**config.mk**
```make
export PLATFORM = sky130hd
export DESIGN_NAME = cbr_next_pc
export DESIGN_NICKNAME = d
export VERILOG_FILES = /design/src/rtl/cbr_pkg.sv /design/src/rtl/cbr_sext.sv /design/src/rtl/cbr_target_gen.sv /design/src/rtl/cbr_resolve.sv /design/src/rtl/cbr_next_pc.sv
export SDC_FILE = /design/constraint.sdc
export NUM_CORES = 1
export LEC_CHECK = 0
export BUFFER_PORTS_ARGS = -buffer_cell sky130_fd_sc_hd__buf_2
export CAP_MARGIN = 10
export CORE_MARGIN = 2
export CORE_UTILIZATION = 50
export CTS_BUF_LIST = sky130_fd_sc_hd__clkbuf_2
export DETAILED_ROUTE_END_ITERATION = 7
export PLACE_DENSITY = 0.79
export SETUP_SLACK_MARGIN = 0.02
export SYNTH_ARGS = -nofsm -noshare
export SYNTH_HDL_FRONTEND = slang
export SYNTH_HIERARCHICAL = 1
export SYNTH_SLANG_ARGS = --single-unit
```
**constraint.sdc**
```tcl
create_clock -name clk -period 5.3 [get_ports clk]
set_input_delay 0.53 -clock clk [delete_from_list [all_inputs] [get_ports clk]]
set_output_delay 0.53 -clock clk [all_outputs]
set_load 0.02 [all_outputs]
```
**src/rtl/cbr_pkg.sv**
```systemverilog
package cbr_pkg;
    typedef enum logic [2:0] {
        CLS_NONE = 3'd0,
        CLS_BR   = 3'd1,
        CLS_BRL  = 3'd2,
        CLS_ZJ   = 3'd3,
        CLS_JX   = 3'd4
    } cls_e;

    localparam int INSTR_BYTES = 4;
    localparam int OFS_SHIFT   = 2;
endpackage

```
**src/rtl/cbr_sext.sv**
```systemverilog
module cbr_sext #(
    parameter int XLEN  = 32,
    parameter int IN_W  = 16,
    parameter int SHIFT = 0
) (
    input  logic [IN_W-1:0] imm,
    output logic [XLEN-1:0] val
);
    localparam int FILL_W = XLEN - IN_W;

    logic [XLEN-1:0] ext;

    generate
        if (FILL_W > 0) begin : g_fill
            assign ext = {{FILL_W{imm[IN_W-1]}}, imm};
        end else begin : g_trunc
            assign ext = imm[XLEN-1:0];
        end
    endgenerate

    assign val = ext << SHIFT;
endmodule

```
**src/rtl/cbr_target_gen.sv**
```systemverilog
module cbr_target_gen
    import cbr_pkg::*;
#(
    parameter int XLEN  = 32,
    parameter int I16_W = 16,
    parameter int I21_W = 21,
    parameter int I26_W = 26
) (
    input  logic [XLEN-1:0]  cur_pc,
    input  logic [XLEN-1:0]  rt_val,
    input  logic [I16_W-1:0] imm16,
    input  logic [I21_W-1:0] imm21,
    input  logic [I26_W-1:0] imm26,
    output logic [XLEN-1:0]  seq_pc,
    output logic [XLEN-1:0]  far_tgt,
    output logic [XLEN-1:0]  mid_tgt,
    output logic [XLEN-1:0]  reg_tgt
);
    logic [XLEN-1:0] ofs26, ofs21, ofs16;

    cbr_sext #(.XLEN(XLEN), .IN_W(I26_W), .SHIFT(OFS_SHIFT)) u_sx26 (.imm(imm26), .val(ofs26));
    cbr_sext #(.XLEN(XLEN), .IN_W(I21_W), .SHIFT(OFS_SHIFT)) u_sx21 (.imm(imm21), .val(ofs21));
    cbr_sext #(.XLEN(XLEN), .IN_W(I16_W), .SHIFT(0))         u_sx16 (.imm(imm16), .val(ofs16));

    assign seq_pc  = cur_pc + XLEN'(INSTR_BYTES);
    assign far_tgt = seq_pc + ofs26;
    assign mid_tgt = seq_pc + ofs21;
    assign reg_tgt = rt_val + ofs16;
endmodule

```
**src/rtl/cbr_resolve.sv**
```systemverilog
module cbr_resolve
    import cbr_pkg::*;
#(
    parameter int XLEN   = 32,
    parameter int RNUM_W = 5
) (
    input  logic [2:0]        op_class,
    input  logic              link_sel,
    input  logic [RNUM_W-1:0] rs_num,
    input  logic [XLEN-1:0]   rs_val,
    input  logic [XLEN-1:0]   far_tgt,
    input  logic [XLEN-1:0]   mid_tgt,
    input  logic [XLEN-1:0]   reg_tgt,
    output logic              take,
    output logic              lnk,
    output logic [XLEN-1:0]   tgt
);
    cls_e cls;
    logic rs_field_zero;
    logic rs_value_zero;

    assign cls           = cls_e'(op_class);
    assign rs_field_zero = (rs_num == '0);
    assign rs_value_zero = (rs_val == '0);

    always_comb begin
        take = 1'b0;
        lnk  = 1'b0;
        tgt  = far_tgt;
        unique case (cls)
            CLS_BR: begin
                take = 1'b1;
            end
            CLS_BRL: begin
                take = 1'b1;
                lnk  = 1'b1;
            end
            CLS_ZJ: begin
                if (rs_field_zero) begin
                    take = 1'b1;
                    tgt  = reg_tgt;
                end else begin
                    take = rs_value_zero;
                    tgt  = mid_tgt;
                end
            end
            CLS_JX: begin
                take = 1'b1;
                lnk  = link_sel;
                tgt  = reg_tgt;
            end
            default: begin
                take = 1'b0;
            end
        endcase
    end
endmodule

```
**src/rtl/cbr_next_pc.sv**
```systemverilog
module cbr_next_pc #(
    parameter int XLEN   = 32,
    parameter int RNUM_W = 5,
    parameter int I16_W  = 16,
    parameter int I21_W  = 21,
    parameter int I26_W  = 26
) (
    input  logic              clk,
    input  logic              rst_n,
    input  logic [2:0]        op_class,
    input  logic              link_sel,
    input  logic [XLEN-1:0]   cur_pc,
    input  logic [XLEN-1:0]   rs_val,
    input  logic [XLEN-1:0]   rt_val,
    input  logic [RNUM_W-1:0] rs_num,
    input  logic [I16_W-1:0]  imm16,
    input  logic [I21_W-1:0]  imm21,
    input  logic [I26_W-1:0]  imm26,
    output logic [XLEN-1:0]   next_pc,
    output logic              redirect,
    output logic              link_we,
    output logic [XLEN-1:0]   link_val
);
    typedef struct packed {
        logic [XLEN-1:0] npc;
        logic            red;
        logic            lwe;
        logic [XLEN-1:0] lval;
    } st_t;

    st_t st_d, st_q;

    logic [XLEN-1:0] seq_pc, far_tgt, mid_tgt, reg_tgt, tgt;
    logic            take, lnk;

    cbr_target_gen #(
        .XLEN(XLEN), .I16_W(I16_W), .I21_W(I21_W), .I26_W(I26_W)
    ) u_tgen (
        .cur_pc (cur_pc),
        .rt_val (rt_val),
        .imm16  (imm16),
        .imm21  (imm21),
        .imm26  (imm26),
        .seq_pc (seq_pc),
        .far_tgt(far_tgt),
        .mid_tgt(mid_tgt),
        .reg_tgt(reg_tgt)
    );

    cbr_resolve #(.XLEN(XLEN), .RNUM_W(RNUM_W)) u_res (
        .op_class(op_class),
        .link_sel(link_sel),
        .rs_num  (rs_num),
        .rs_val  (rs_val),
        .far_tgt (far_tgt),
        .mid_tgt (mid_tgt),
        .reg_tgt (reg_tgt),
        .take    (take),
        .lnk     (lnk),
        .tgt     (tgt)
    );

    always_comb begin
        st_d      = st_q;
        st_d.red  = take;
        st_d.lwe  = lnk;
        st_d.npc  = take ? tgt : seq_pc;
        st_d.lval = seq_pc;
    end

    always_ff @(posedge clk) begin
        if (!rst_n) begin
            st_q <= '0;
        end else begin
            st_q <= st_d;
        end
    end

    assign next_pc  = st_q.npc;
    assign redirect = st_q.red;
    assign link_we  = st_q.lwe;
    assign link_val = st_q.lval;
endmodule

```
==> results of run 1 <==
## where the power goes
part	total [mW]	switching [mW]	internal, mW
clock	0.291	0.184	0.108
combinational	1.04	0.575	0.461
sequential	0.550	0.0104	0.540
total	1.88	0.769	1.11
## registers in the layout (all words and copies together), names as in the netlist
signal	flops
redirect	1
link_val	32
next_pc	32
link_we	1
## area by class of cell
class / count / area, µm²
Sequential cell: 66 / 1320
Tap cell: 225 / 282
Clock buffer: 9 / 45.0
Antenna cell: 2 / 5.00
Clock inverter: 7 / 70.1
Fill cell: 1639 / 7800
Timing Repair Buffer: 242 / 1230
Multi-Input combinational cell: 871 / 6480
Inverter: 35 / 131
## per-layer routing
metal,wire length [µm],GRT usage (%),up-vias
met5,13,0,-
met3,1930,4.12,22
li1,-,-,4124
met2,9730,36.7,320
met1,11200,33.8,3625
met4,299,5.27,2
## cells in the mapped netlist, types with 4 or more instances
| cell type | count |
|---|---|
| buf_4 | 98 |
| ha_1 | 98 |
| a21oi_1 | 80 |
| xnor2_1 | 70 |
| and2_1 | 67 |
| dfxtp_1 | 66 |
| nand2_1 | 66 |
| nor2_1 | 48 |
| a21o_1 | 46 |
| xor2_1 | 44 |
| o21ai_0 | 38 |
| nor2b_1 | 37 |
| inv_1 | 35 |
| mux2i_1 | 33 |
| a221o_1 | 31 |
| nand3_1 | 30 |
| nand4_1 | 16 |
| a31oi_1 | 14 |
| clkbuf_1 | 14 |
| and3_1 | 13 |
| nand2b_1 | 13 |
| o21a_1 | 13 |
| o21bai_1 | 13 |
| nor4_1 | 9 |
| a211o_1 | 7 |
| nor3_1 | 6 |
| a211oi_1 | 5 |
| buf_6 | 5 |
| o21ai_1 | 5 |
| o31ai_1 | 5 |
| and4_1 | 4 |
| buf_2 | 4 |
| clkbuf_2 | 4 |
| o31a_1 | 4 |
## worst paths after layout
kind | endpoint
worst max-delay path | next_pc[31]
worst min-delay path | link_val[0]
## cells in the final DEF, fill, tap and decap left out, types with 31 or more instances in the layout
cell / netlist / routed
a21o_1: 46 / 46
a21oi_1: 80 / 80
a221o_1: 31 / 31
and2_1: 67 / 67
buf_2: 4 / 235
dfxtp_1: 66 / 66
ha_1: 98 / 98
inv_1: 35 / 35
mux2i_1: 33 / 33
nand2_1: 66 / 66
nor2_1: 48 / 47
nor2b_1: 37 / 37
o21ai_0: 38 / 38
xnor2_1: 70 / 70
xor2_1: 44 / 44
## logic make-up after synthesis
family | count (synthesis) | share of synthesized area (%)
AO/OA/AOI/OAI | 300 | 24.0
buffers and inverters | 166 | 12.6
multiplexers | 34 | 3.84
AND/OR/NAND/NOR | 318 | 18.9
other | 2 | 0.0844
flip-flops | 66 | 14.9
adder cells (fa/ha/maj) | 101 | 14.5
XOR/XNOR | 114 | 11.2
## metrics by stage
stage / total power [mW] / worst slack [ns] / cell area [µm²]
after global placement: 1.57 / 0.566 / 9440
final: 1.88 / 0.903 / 9560
after CTS: 1.88 / 1.01 / 9560
after detailed placement: 1.58 / 0.423 / 9440
after global routing: 2.02 / 0.585 / 9560
after floorplan: 1.37 / 1.11 / 8900
==> impl_metrics.ini, run 1 <==
[status]
status = complete, no violations

[global_route]
antenna_found_initial = 3
grt_max_degree = 67
overflow = 0
first_global_vias = 7333
grt_pass1_wl_um = 35300
grt_usage_pct = 23.6

[final_layout]
drive_above_1_share_pct = 22.9
area_growth_pct = 7.48
finalNonFillerCells = 1457
post-route-util_pct = 55.1
num-nets-final = 1496

[cts]
h-tree-depth = 3
clk_path_buf_depth = 2
root_buffer = clkbuf_2
cts_buffers = 9
clock-sinks = 66
cts_resized = 0
cts_tree = yes
postCtsHoldBufs = 0
clk_pin_slew_ns = 0.20
post_cts_buffers = 0

[synthesis]
syn_area_per_cell_um2 = 8.08
ys_ff_latch = 66
synth_edf_count = 0
synth_top_area_share_pct = 14.9
ys_top_cells_by_area = dfxtp_1, ha_1, buf_4
ys_warn_count = 6
yosys.area.top_type = dfxtp_1
ys_types = 68
synth_area_um2 = 8890
synth-main-ff-cell = dfxtp_1
netlist_instances = 1101
async_reset_ff_share_pct = 0
ys_seq_area_share_pct = 14.9

[critical_path]
critPathTopFamily = compound AO/OA/AOI/OAI gates
required_ns = 5.73
cp_num_buf_inv = 1
slowest_stage = a2111oi_0
worstPathCellList = buf_2 -> ha_1 -> nand3_1 -> nor2_1 -> nand2_1 -> nor2_1 -> nand2_1 -> xnor2_1 -> ha_1 -> nand2_1 -> o21ai_0 -> a21oi_1 -> nand2_1 -> nor2_1 -> a2111oi_0 -> o21ai_0 -> a21oi_1 -> xnor2_1 -> a221o_1 -> mux2i_1 -> nor2b_1
crit_path_end_kind = flop
crit_cells = 21
startpoint = cur_pc[2]
cp_max_fo = 8
crit_arrival_ns = 4.83
cp_common_cell = nand2_1
critical_path_class = input port to flop
crit_path_start_kind = input port
cp_slowest_stage_delay_ns = 0.71

[routing]
drt_iter0_drc = 556
dr.pass1.iters = 5
antenna_left = 0
wirelength_um = 23100
wl_per_cell_um = 15.9
vias = 8093
post-route-drc-count = 0
viasPerCell = 5.55

[timing]
fmax_ghz = 0.227
holdWs_ns = 0.296
tns_ns = 0
worst_pin_slew_ns = 0.842
post-route-min-period_ns = 4.40
period_share_pct = 83.0
grt_setup_unrepaired = false
final_max_slew_viol_count = 0
relSlewSlack_pct = 43.8
finalSetupViolations = 0
hold_viol = 0

[power]
p_per_area_nw_per_um2 = 196
ir_drop_mv = 0.192
power_leakage_nw = 4.70

[hold_path]
hold_path_depth = 2
worst_hold_path_type = input port to flop
min-delay-start = cur_pc[0]

[placed_design]
dp_hpwl_um = 19600
portBuffers = 235
gp_congestion = 0.950
dp.cells = 1439

[die]
dieArea_um2 = 18900
die_x_um = 137
fp-row-count = 48
ios = 236
die_h_um = 137
start_util_pct = 51.2
core_um2 = 17400

[flow_run]
maxCapViolations = 0
Note: power is estimated with default switching activity, not from simulation.
==> run 2, diff against run 1 <==
- ABC_AREA: unset -> 1
- clock period: 5.3 -> 3.8 ns (I/O delays scaled with it)
==> impl_metrics.ini, run 2 <==
[cts]
post_cts_buffers = 0
clock-sinks = 66
root_buffer = clkbuf_2
cts_tree = yes
cts_resized = 0
cts_buffers = 9
h-tree-depth = 3
postCtsHoldBufs = 0
clk_path_buf_depth = 2
clk_pin_slew_ns = 0.24

[timing]
grt_setup_unrepaired = false
final_max_slew_viol_count = 0
post-route-min-period_ns = 3.29
worst_pin_slew_ns = 0.956
fmax_ghz = 0.304
period_share_pct = 86.5
hold_viol = 0
finalSetupViolations = 0
relSlewSlack_pct = 36.3

[critical_path]
cp_max_fo = 6
cp_slowest_stage_delay_ns = 0.41
startpoint = cur_pc[2]
slowest_stage = ha_1
required_ns = 4.34
critPathTopFamily = simple AND/OR/NAND/NOR gates
cp_num_buf_inv = 6
crit_path_end_kind = flop
crit_arrival_ns = 3.82
cp_common_cell = nand2_1
crit_path_start_kind = input port
critical_path_class = input port to flop

[final_layout]
seqCellArea_um2 = 1320
mostFrequentLayoutCell = nand2_1
mostFrequentLayoutCells = nand2_1, inv_1, buf_2
multi_input_area_um2 = 8100
drive_above_1_share_pct = 13.1
post-route-util_pct = 54.8
area_growth_pct = 7.16
finalInstanceArea_um2 = 12900
num-nets-final = 2688
n_fill_cell = 2593
finalNonFillerCells = 2742

[synthesis]
ys_warn_count = 6
synth_top_area_share_pct = 28.1
synthTopCellsByCount = nand2_1, inv_1, nor2_1, nand3_1, buf_4
post-synth-top-count-cell = nand2_1
ys_ff_latch = 66
yosys.area.top_type = nand2_1
ys_types = 33
synth-main-ff-cell = dfxtp_1
netlist_instances = 2279
syn_area_per_cell_um2 = 5.30
synth_area_um2 = 12100
ys_top_cells_by_area = nand2_1, inv_1, dfxtp_1
synth_edf_count = 0
async_reset_ff_share_pct = 0
ys_seq_area_share_pct = 10.9

[die]
fp-row-count = 56
ios = 236
die_x_um = 159
die_h_um = 159
start_util_pct = 51.1
core_um2 = 23600
dieArea_um2 = 25400

[placed_design]
portBuffers = 235
dp_hpwl_um = 36500
placed_area_um2 = 12800
gp_congestion = 0.964
dp.cells = 2725

[routing]
wirelength_um = 43400
dr.pass1.iters = 7
vias = 14000
wl_per_cell_um = 15.8
antenna_left = 0
drt_iter0_drc = 1345
viasPerCell = 5.10
post-route-drc-count = 0

[global_route]
grt_max_degree = 46
met3_usage_pct = 3.83
grt.busiest_layer = met2
use_met2_pct = 56.3
antenna_found_initial = 1
grt_pass1_wl_um = 67400
overflow = 0
grt_use_met1_pct = 43.2
first_global_vias = 13100
grt_usage_pct = 33.5

[flow_run]
maxCapViolations = 0

[power]
total_power_mw = 3.20
p_per_area_nw_per_um2 = 247
ir_drop_mv = 0.150
power_leakage_nw = 8.60

[hold_path]
min-delay-start = cur_pc[0]
hold_path_depth = 3
worst_hold_path_type = input port to flop
worstHoldEndpoint = link_val[0]

[status]
status = complete, no violations
run 2: cell count changes after synthesis, moves of 27 or more:
cell | previous run | this run
xnor2_1 | 70 | 17
inv_1 | 35 | 450
nand2_2 | 0 | 27
a221o_1 | 31 | 0
mux2i_1 | 33 | 0
nor2_1 | 48 | 168
o21ai_0 | 38 | 5
and2_1 | 67 | 0
nand2_1 | 66 | 905
a21o_1 | 46 | 7
nand3_1 | 30 | 163
nor2b_1 | 37 | 0
run 2: worst min-delay path, delay by kind of cell:
kind | cells | cell delay [ns]
and+or+nand+nor | 1 | 0.07
buffers and inverters | 2 | 0.16
run 2: how the worst max path moves through the flow:
stage / to / slack [ns] / cells after the start
global route: next_pc[24] / 0.23 / 25
floorplan: next_pc[31] / 0.95 / 25
global placement: next_pc[24] / -0.02 / 24
CTS: next_pc[24] / 0.61 / 25
finish: next_pc[24] / 0.51 / 25
detailed placement: next_pc[24] / -0.02 / 24
run 2: kinds of logic (layout without fill, tap and decap cells):
group / count (synthesis) / after routing / synth area share, %
AND/OR/NAND/NOR: 1336 / 1336 / 45.5
XOR/XNOR: 76 / 76 / 5.51
buffers and inverters: 581 / 722 / 22.1
adder cells (fa/ha/maj): 101 / 101 / 10.7
AO/OA/AOI/OAI: 117 / 117 / 5.25
flip-flops: 66 / 66 / 10.9
other: 2 / 5 / 0.0622
run 2: per-stage QoR:
stage | hold WS, ns | TNS, ns | worst slack [ns]
CTS | 0.0147 | 0 | 0.609
global route | 0.0265 | 0 | 0.234
finish | 0.0503 | 0 | 0.512
global placement | 0.632 | -0.0204 | -0.0204
detailed placement | 0.650 | -0.0247 | -0.0247
floorplan | 0.563 | 0 | 0.954
run 2: final cells by class:
cell class,instances,area share [%]
diodes,1,0.0193
clock buffers,9,0.348
clock inverters,7,0.464
inverters,453,13.1
multi-input cells,1634,62.6
flip-flops and latches,66,10.2
well taps,319,3.08
repair buffers,253,10.1
run 2: where the power goes:
| group | switching, mW | internal, mW | total, mW |
|---|---|---|---|
| logic | 1.33 | 0.663 | 1.99 |
| registers | 0.0177 | 0.757 | 0.775 |
| clock network | 0.339 | 0.0973 | 0.437 |
run 2: routing by layer:
metal	share of wire, %	wire (µm)
met2	45	19700
met1	42	18400
met5	0	0
met4	4.0	1720
met3	8.5	3670
==> run 3, diff against run 2 <==
- PLACE_DENSITY: 0.79 -> 0.87
==> impl_metrics.ini, run 3 (synthesis results as in run 2) <==
[flow_run]
maxCapViolations = 0

[cts]
cts_buffers = 9
clk_path_buf_depth = 2
clk_pin_slew_ns = 0.23
clock-sinks = 66
root_buffer = clkbuf_2
cts_tree = yes
cts_resized = 0
h-tree-depth = 3
post_cts_buffers = 0

[global_route]
first_global_vias = 12900
antenna_found_initial = 1
overflow = 0
grt_pass1_wl_um = 64400
grt_usage_pct = 31.7
grt_max_degree = 65

[die]
ios = 236
start_util_pct = 51.1
fp-row-count = 56
die_x_um = 159
dieArea_um2 = 25400
core_um2 = 23600
die_h_um = 159

[critical_path]
crit_path_start_kind = input port
crit_path_end_kind = flop
startpoint = cur_pc[2]
cp_max_fo = 6
crit_arrival_ns = 3.61
required_ns = 4.28
critical_path_class = input port to flop

[placed_design]
portBuffers = 235
gp_congestion = 1.01
pre_cts_ws_ns = 0.122
dp_hpwl_um = 34600
dp.cells = 2732

[timing]
worst_pin_slew_ns = 0.979
post-route-min-period_ns = 3.13
period_share_pct = 82.4
hold_viol = 0
tns_ns = 0
relSlewSlack_pct = 34.8
fmax_ghz = 0.319
setup_ws_ns = 0.668
finalSetupViolations = 0
grt_setup_unrepaired = false
holdWs_ns = 0.0590
final_max_slew_viol_count = 0

[routing]
post-route-drc-count = 0
wirelength_um = 41100
wl_per_cell_um = 14.9
vias = 14000
antenna_left = 0
drt_iter0_drc = 1447
viasPerCell = 5.07
dr.pass1.iters = 6

[power]
ir_drop_mv = 0.165
total_power_mw = 3.34
p_per_area_nw_per_um2 = 256
power_leakage_nw = 8.67

[final_layout]
mostFrequentLayoutCells = nand2_1, inv_1, buf_2
mostFrequentLayoutCell = nand2_1
drive_above_1_share_pct = 13.4
num-nets-final = 2696
finalNonFillerCells = 2750
area_growth_pct = 8.21

[hold_path]
min-delay-start = cur_pc[1]
worst_hold_path_type = input port to flop

[status]
status = complete, no violations
run 3: cell types whose count changed in the layout (fill, tap and decap cells not counted):
| cell | delta |
|---|---|
| inv_8 | -1 |
| clkinv_4 | +1 |
| clkinvlp_4 | -2 |
| dlygate4sd3_1 | +1 |
| bufinv_16 | +3 |
| inv_6 | -1 |
| buf_4 | +7 |
run 3: critical path: stages:
cell	delay [ns]
buf_2	0.16
ha_1	0.21
nand2_1	0.06
nor2_1	0.21
inv_1	0.11
nor3_1	0.32
xnor2_1	0.16
inv_1	0.13
ha_1	0.41
nand2_1	0.12
nor3_1	0.33
nand2_1	0.13
nor2_1	0.16
a21oi_1	0.09
nand2_1	0.07
nand2_1	0.06
nand2_1	0.06
o21ai_0	0.09
nand2_1	0.08
nand3_1	0.06
inv_1	0.05
nand2_1	0.04
nand2_1	0.08
inv_1	0.04
run 3: final timing paths:
kind	endpoint	slack (ns)	depth (start not counted)
setup / recovery	next_pc[31]	0.67	24
hold / removal	link_val[1]	0.06	3
run 3: area by class of cell:
type	count	area [µm²]
Multi-Input combinational cell	1634	8100
Timing Repair Buffer	261	1370
Inverter	453	1700
Tap cell	319	399
Sequential cell	66	1320
Antenna cell	1	2.50
Fill cell	2554	10500
Clock inverter	7	124
Clock buffer	9	45.0
run 3: what timing repair did:
item,in CTS,in global routing
hold buffers,1,0
endpoints found under the setup margin,0,0
endpoints found under the hold margin,1,0
run 3: report_power, final:
| part | switching [mW] | total [mW] | internal, mW | leakage (nW) |
|---|---|---|---|---|
| combinational | 1.29 | 1.96 | 0.665 | 8.03 |
| sequential | 0.0176 | 0.775 | 0.757 | 0.551 |
| clock | 0.322 | 0.611 | 0.289 | 0.0931 |
| total | 1.63 | 3.34 | 1.71 | 8.67 |
run 3: per-stage QoR:
step | instance area (µm²) | util (%)
2_1_floorplan | 12100 | -
3_3_place_gp | 12900 | 54.6
4_1_cts | 13100 | 55.3
3_5_place_dp | 12900 | 54.6
6_report | 13100 | 55.3
5_1_grt | 13100 | 55.3
run 3: routing by layer:
metal,wire length (µm),GRT usage (%)
met5,0,0
met4,1770,14.0
met3,3700,3.41
met2,18900,54.2
met1,16700,40.2
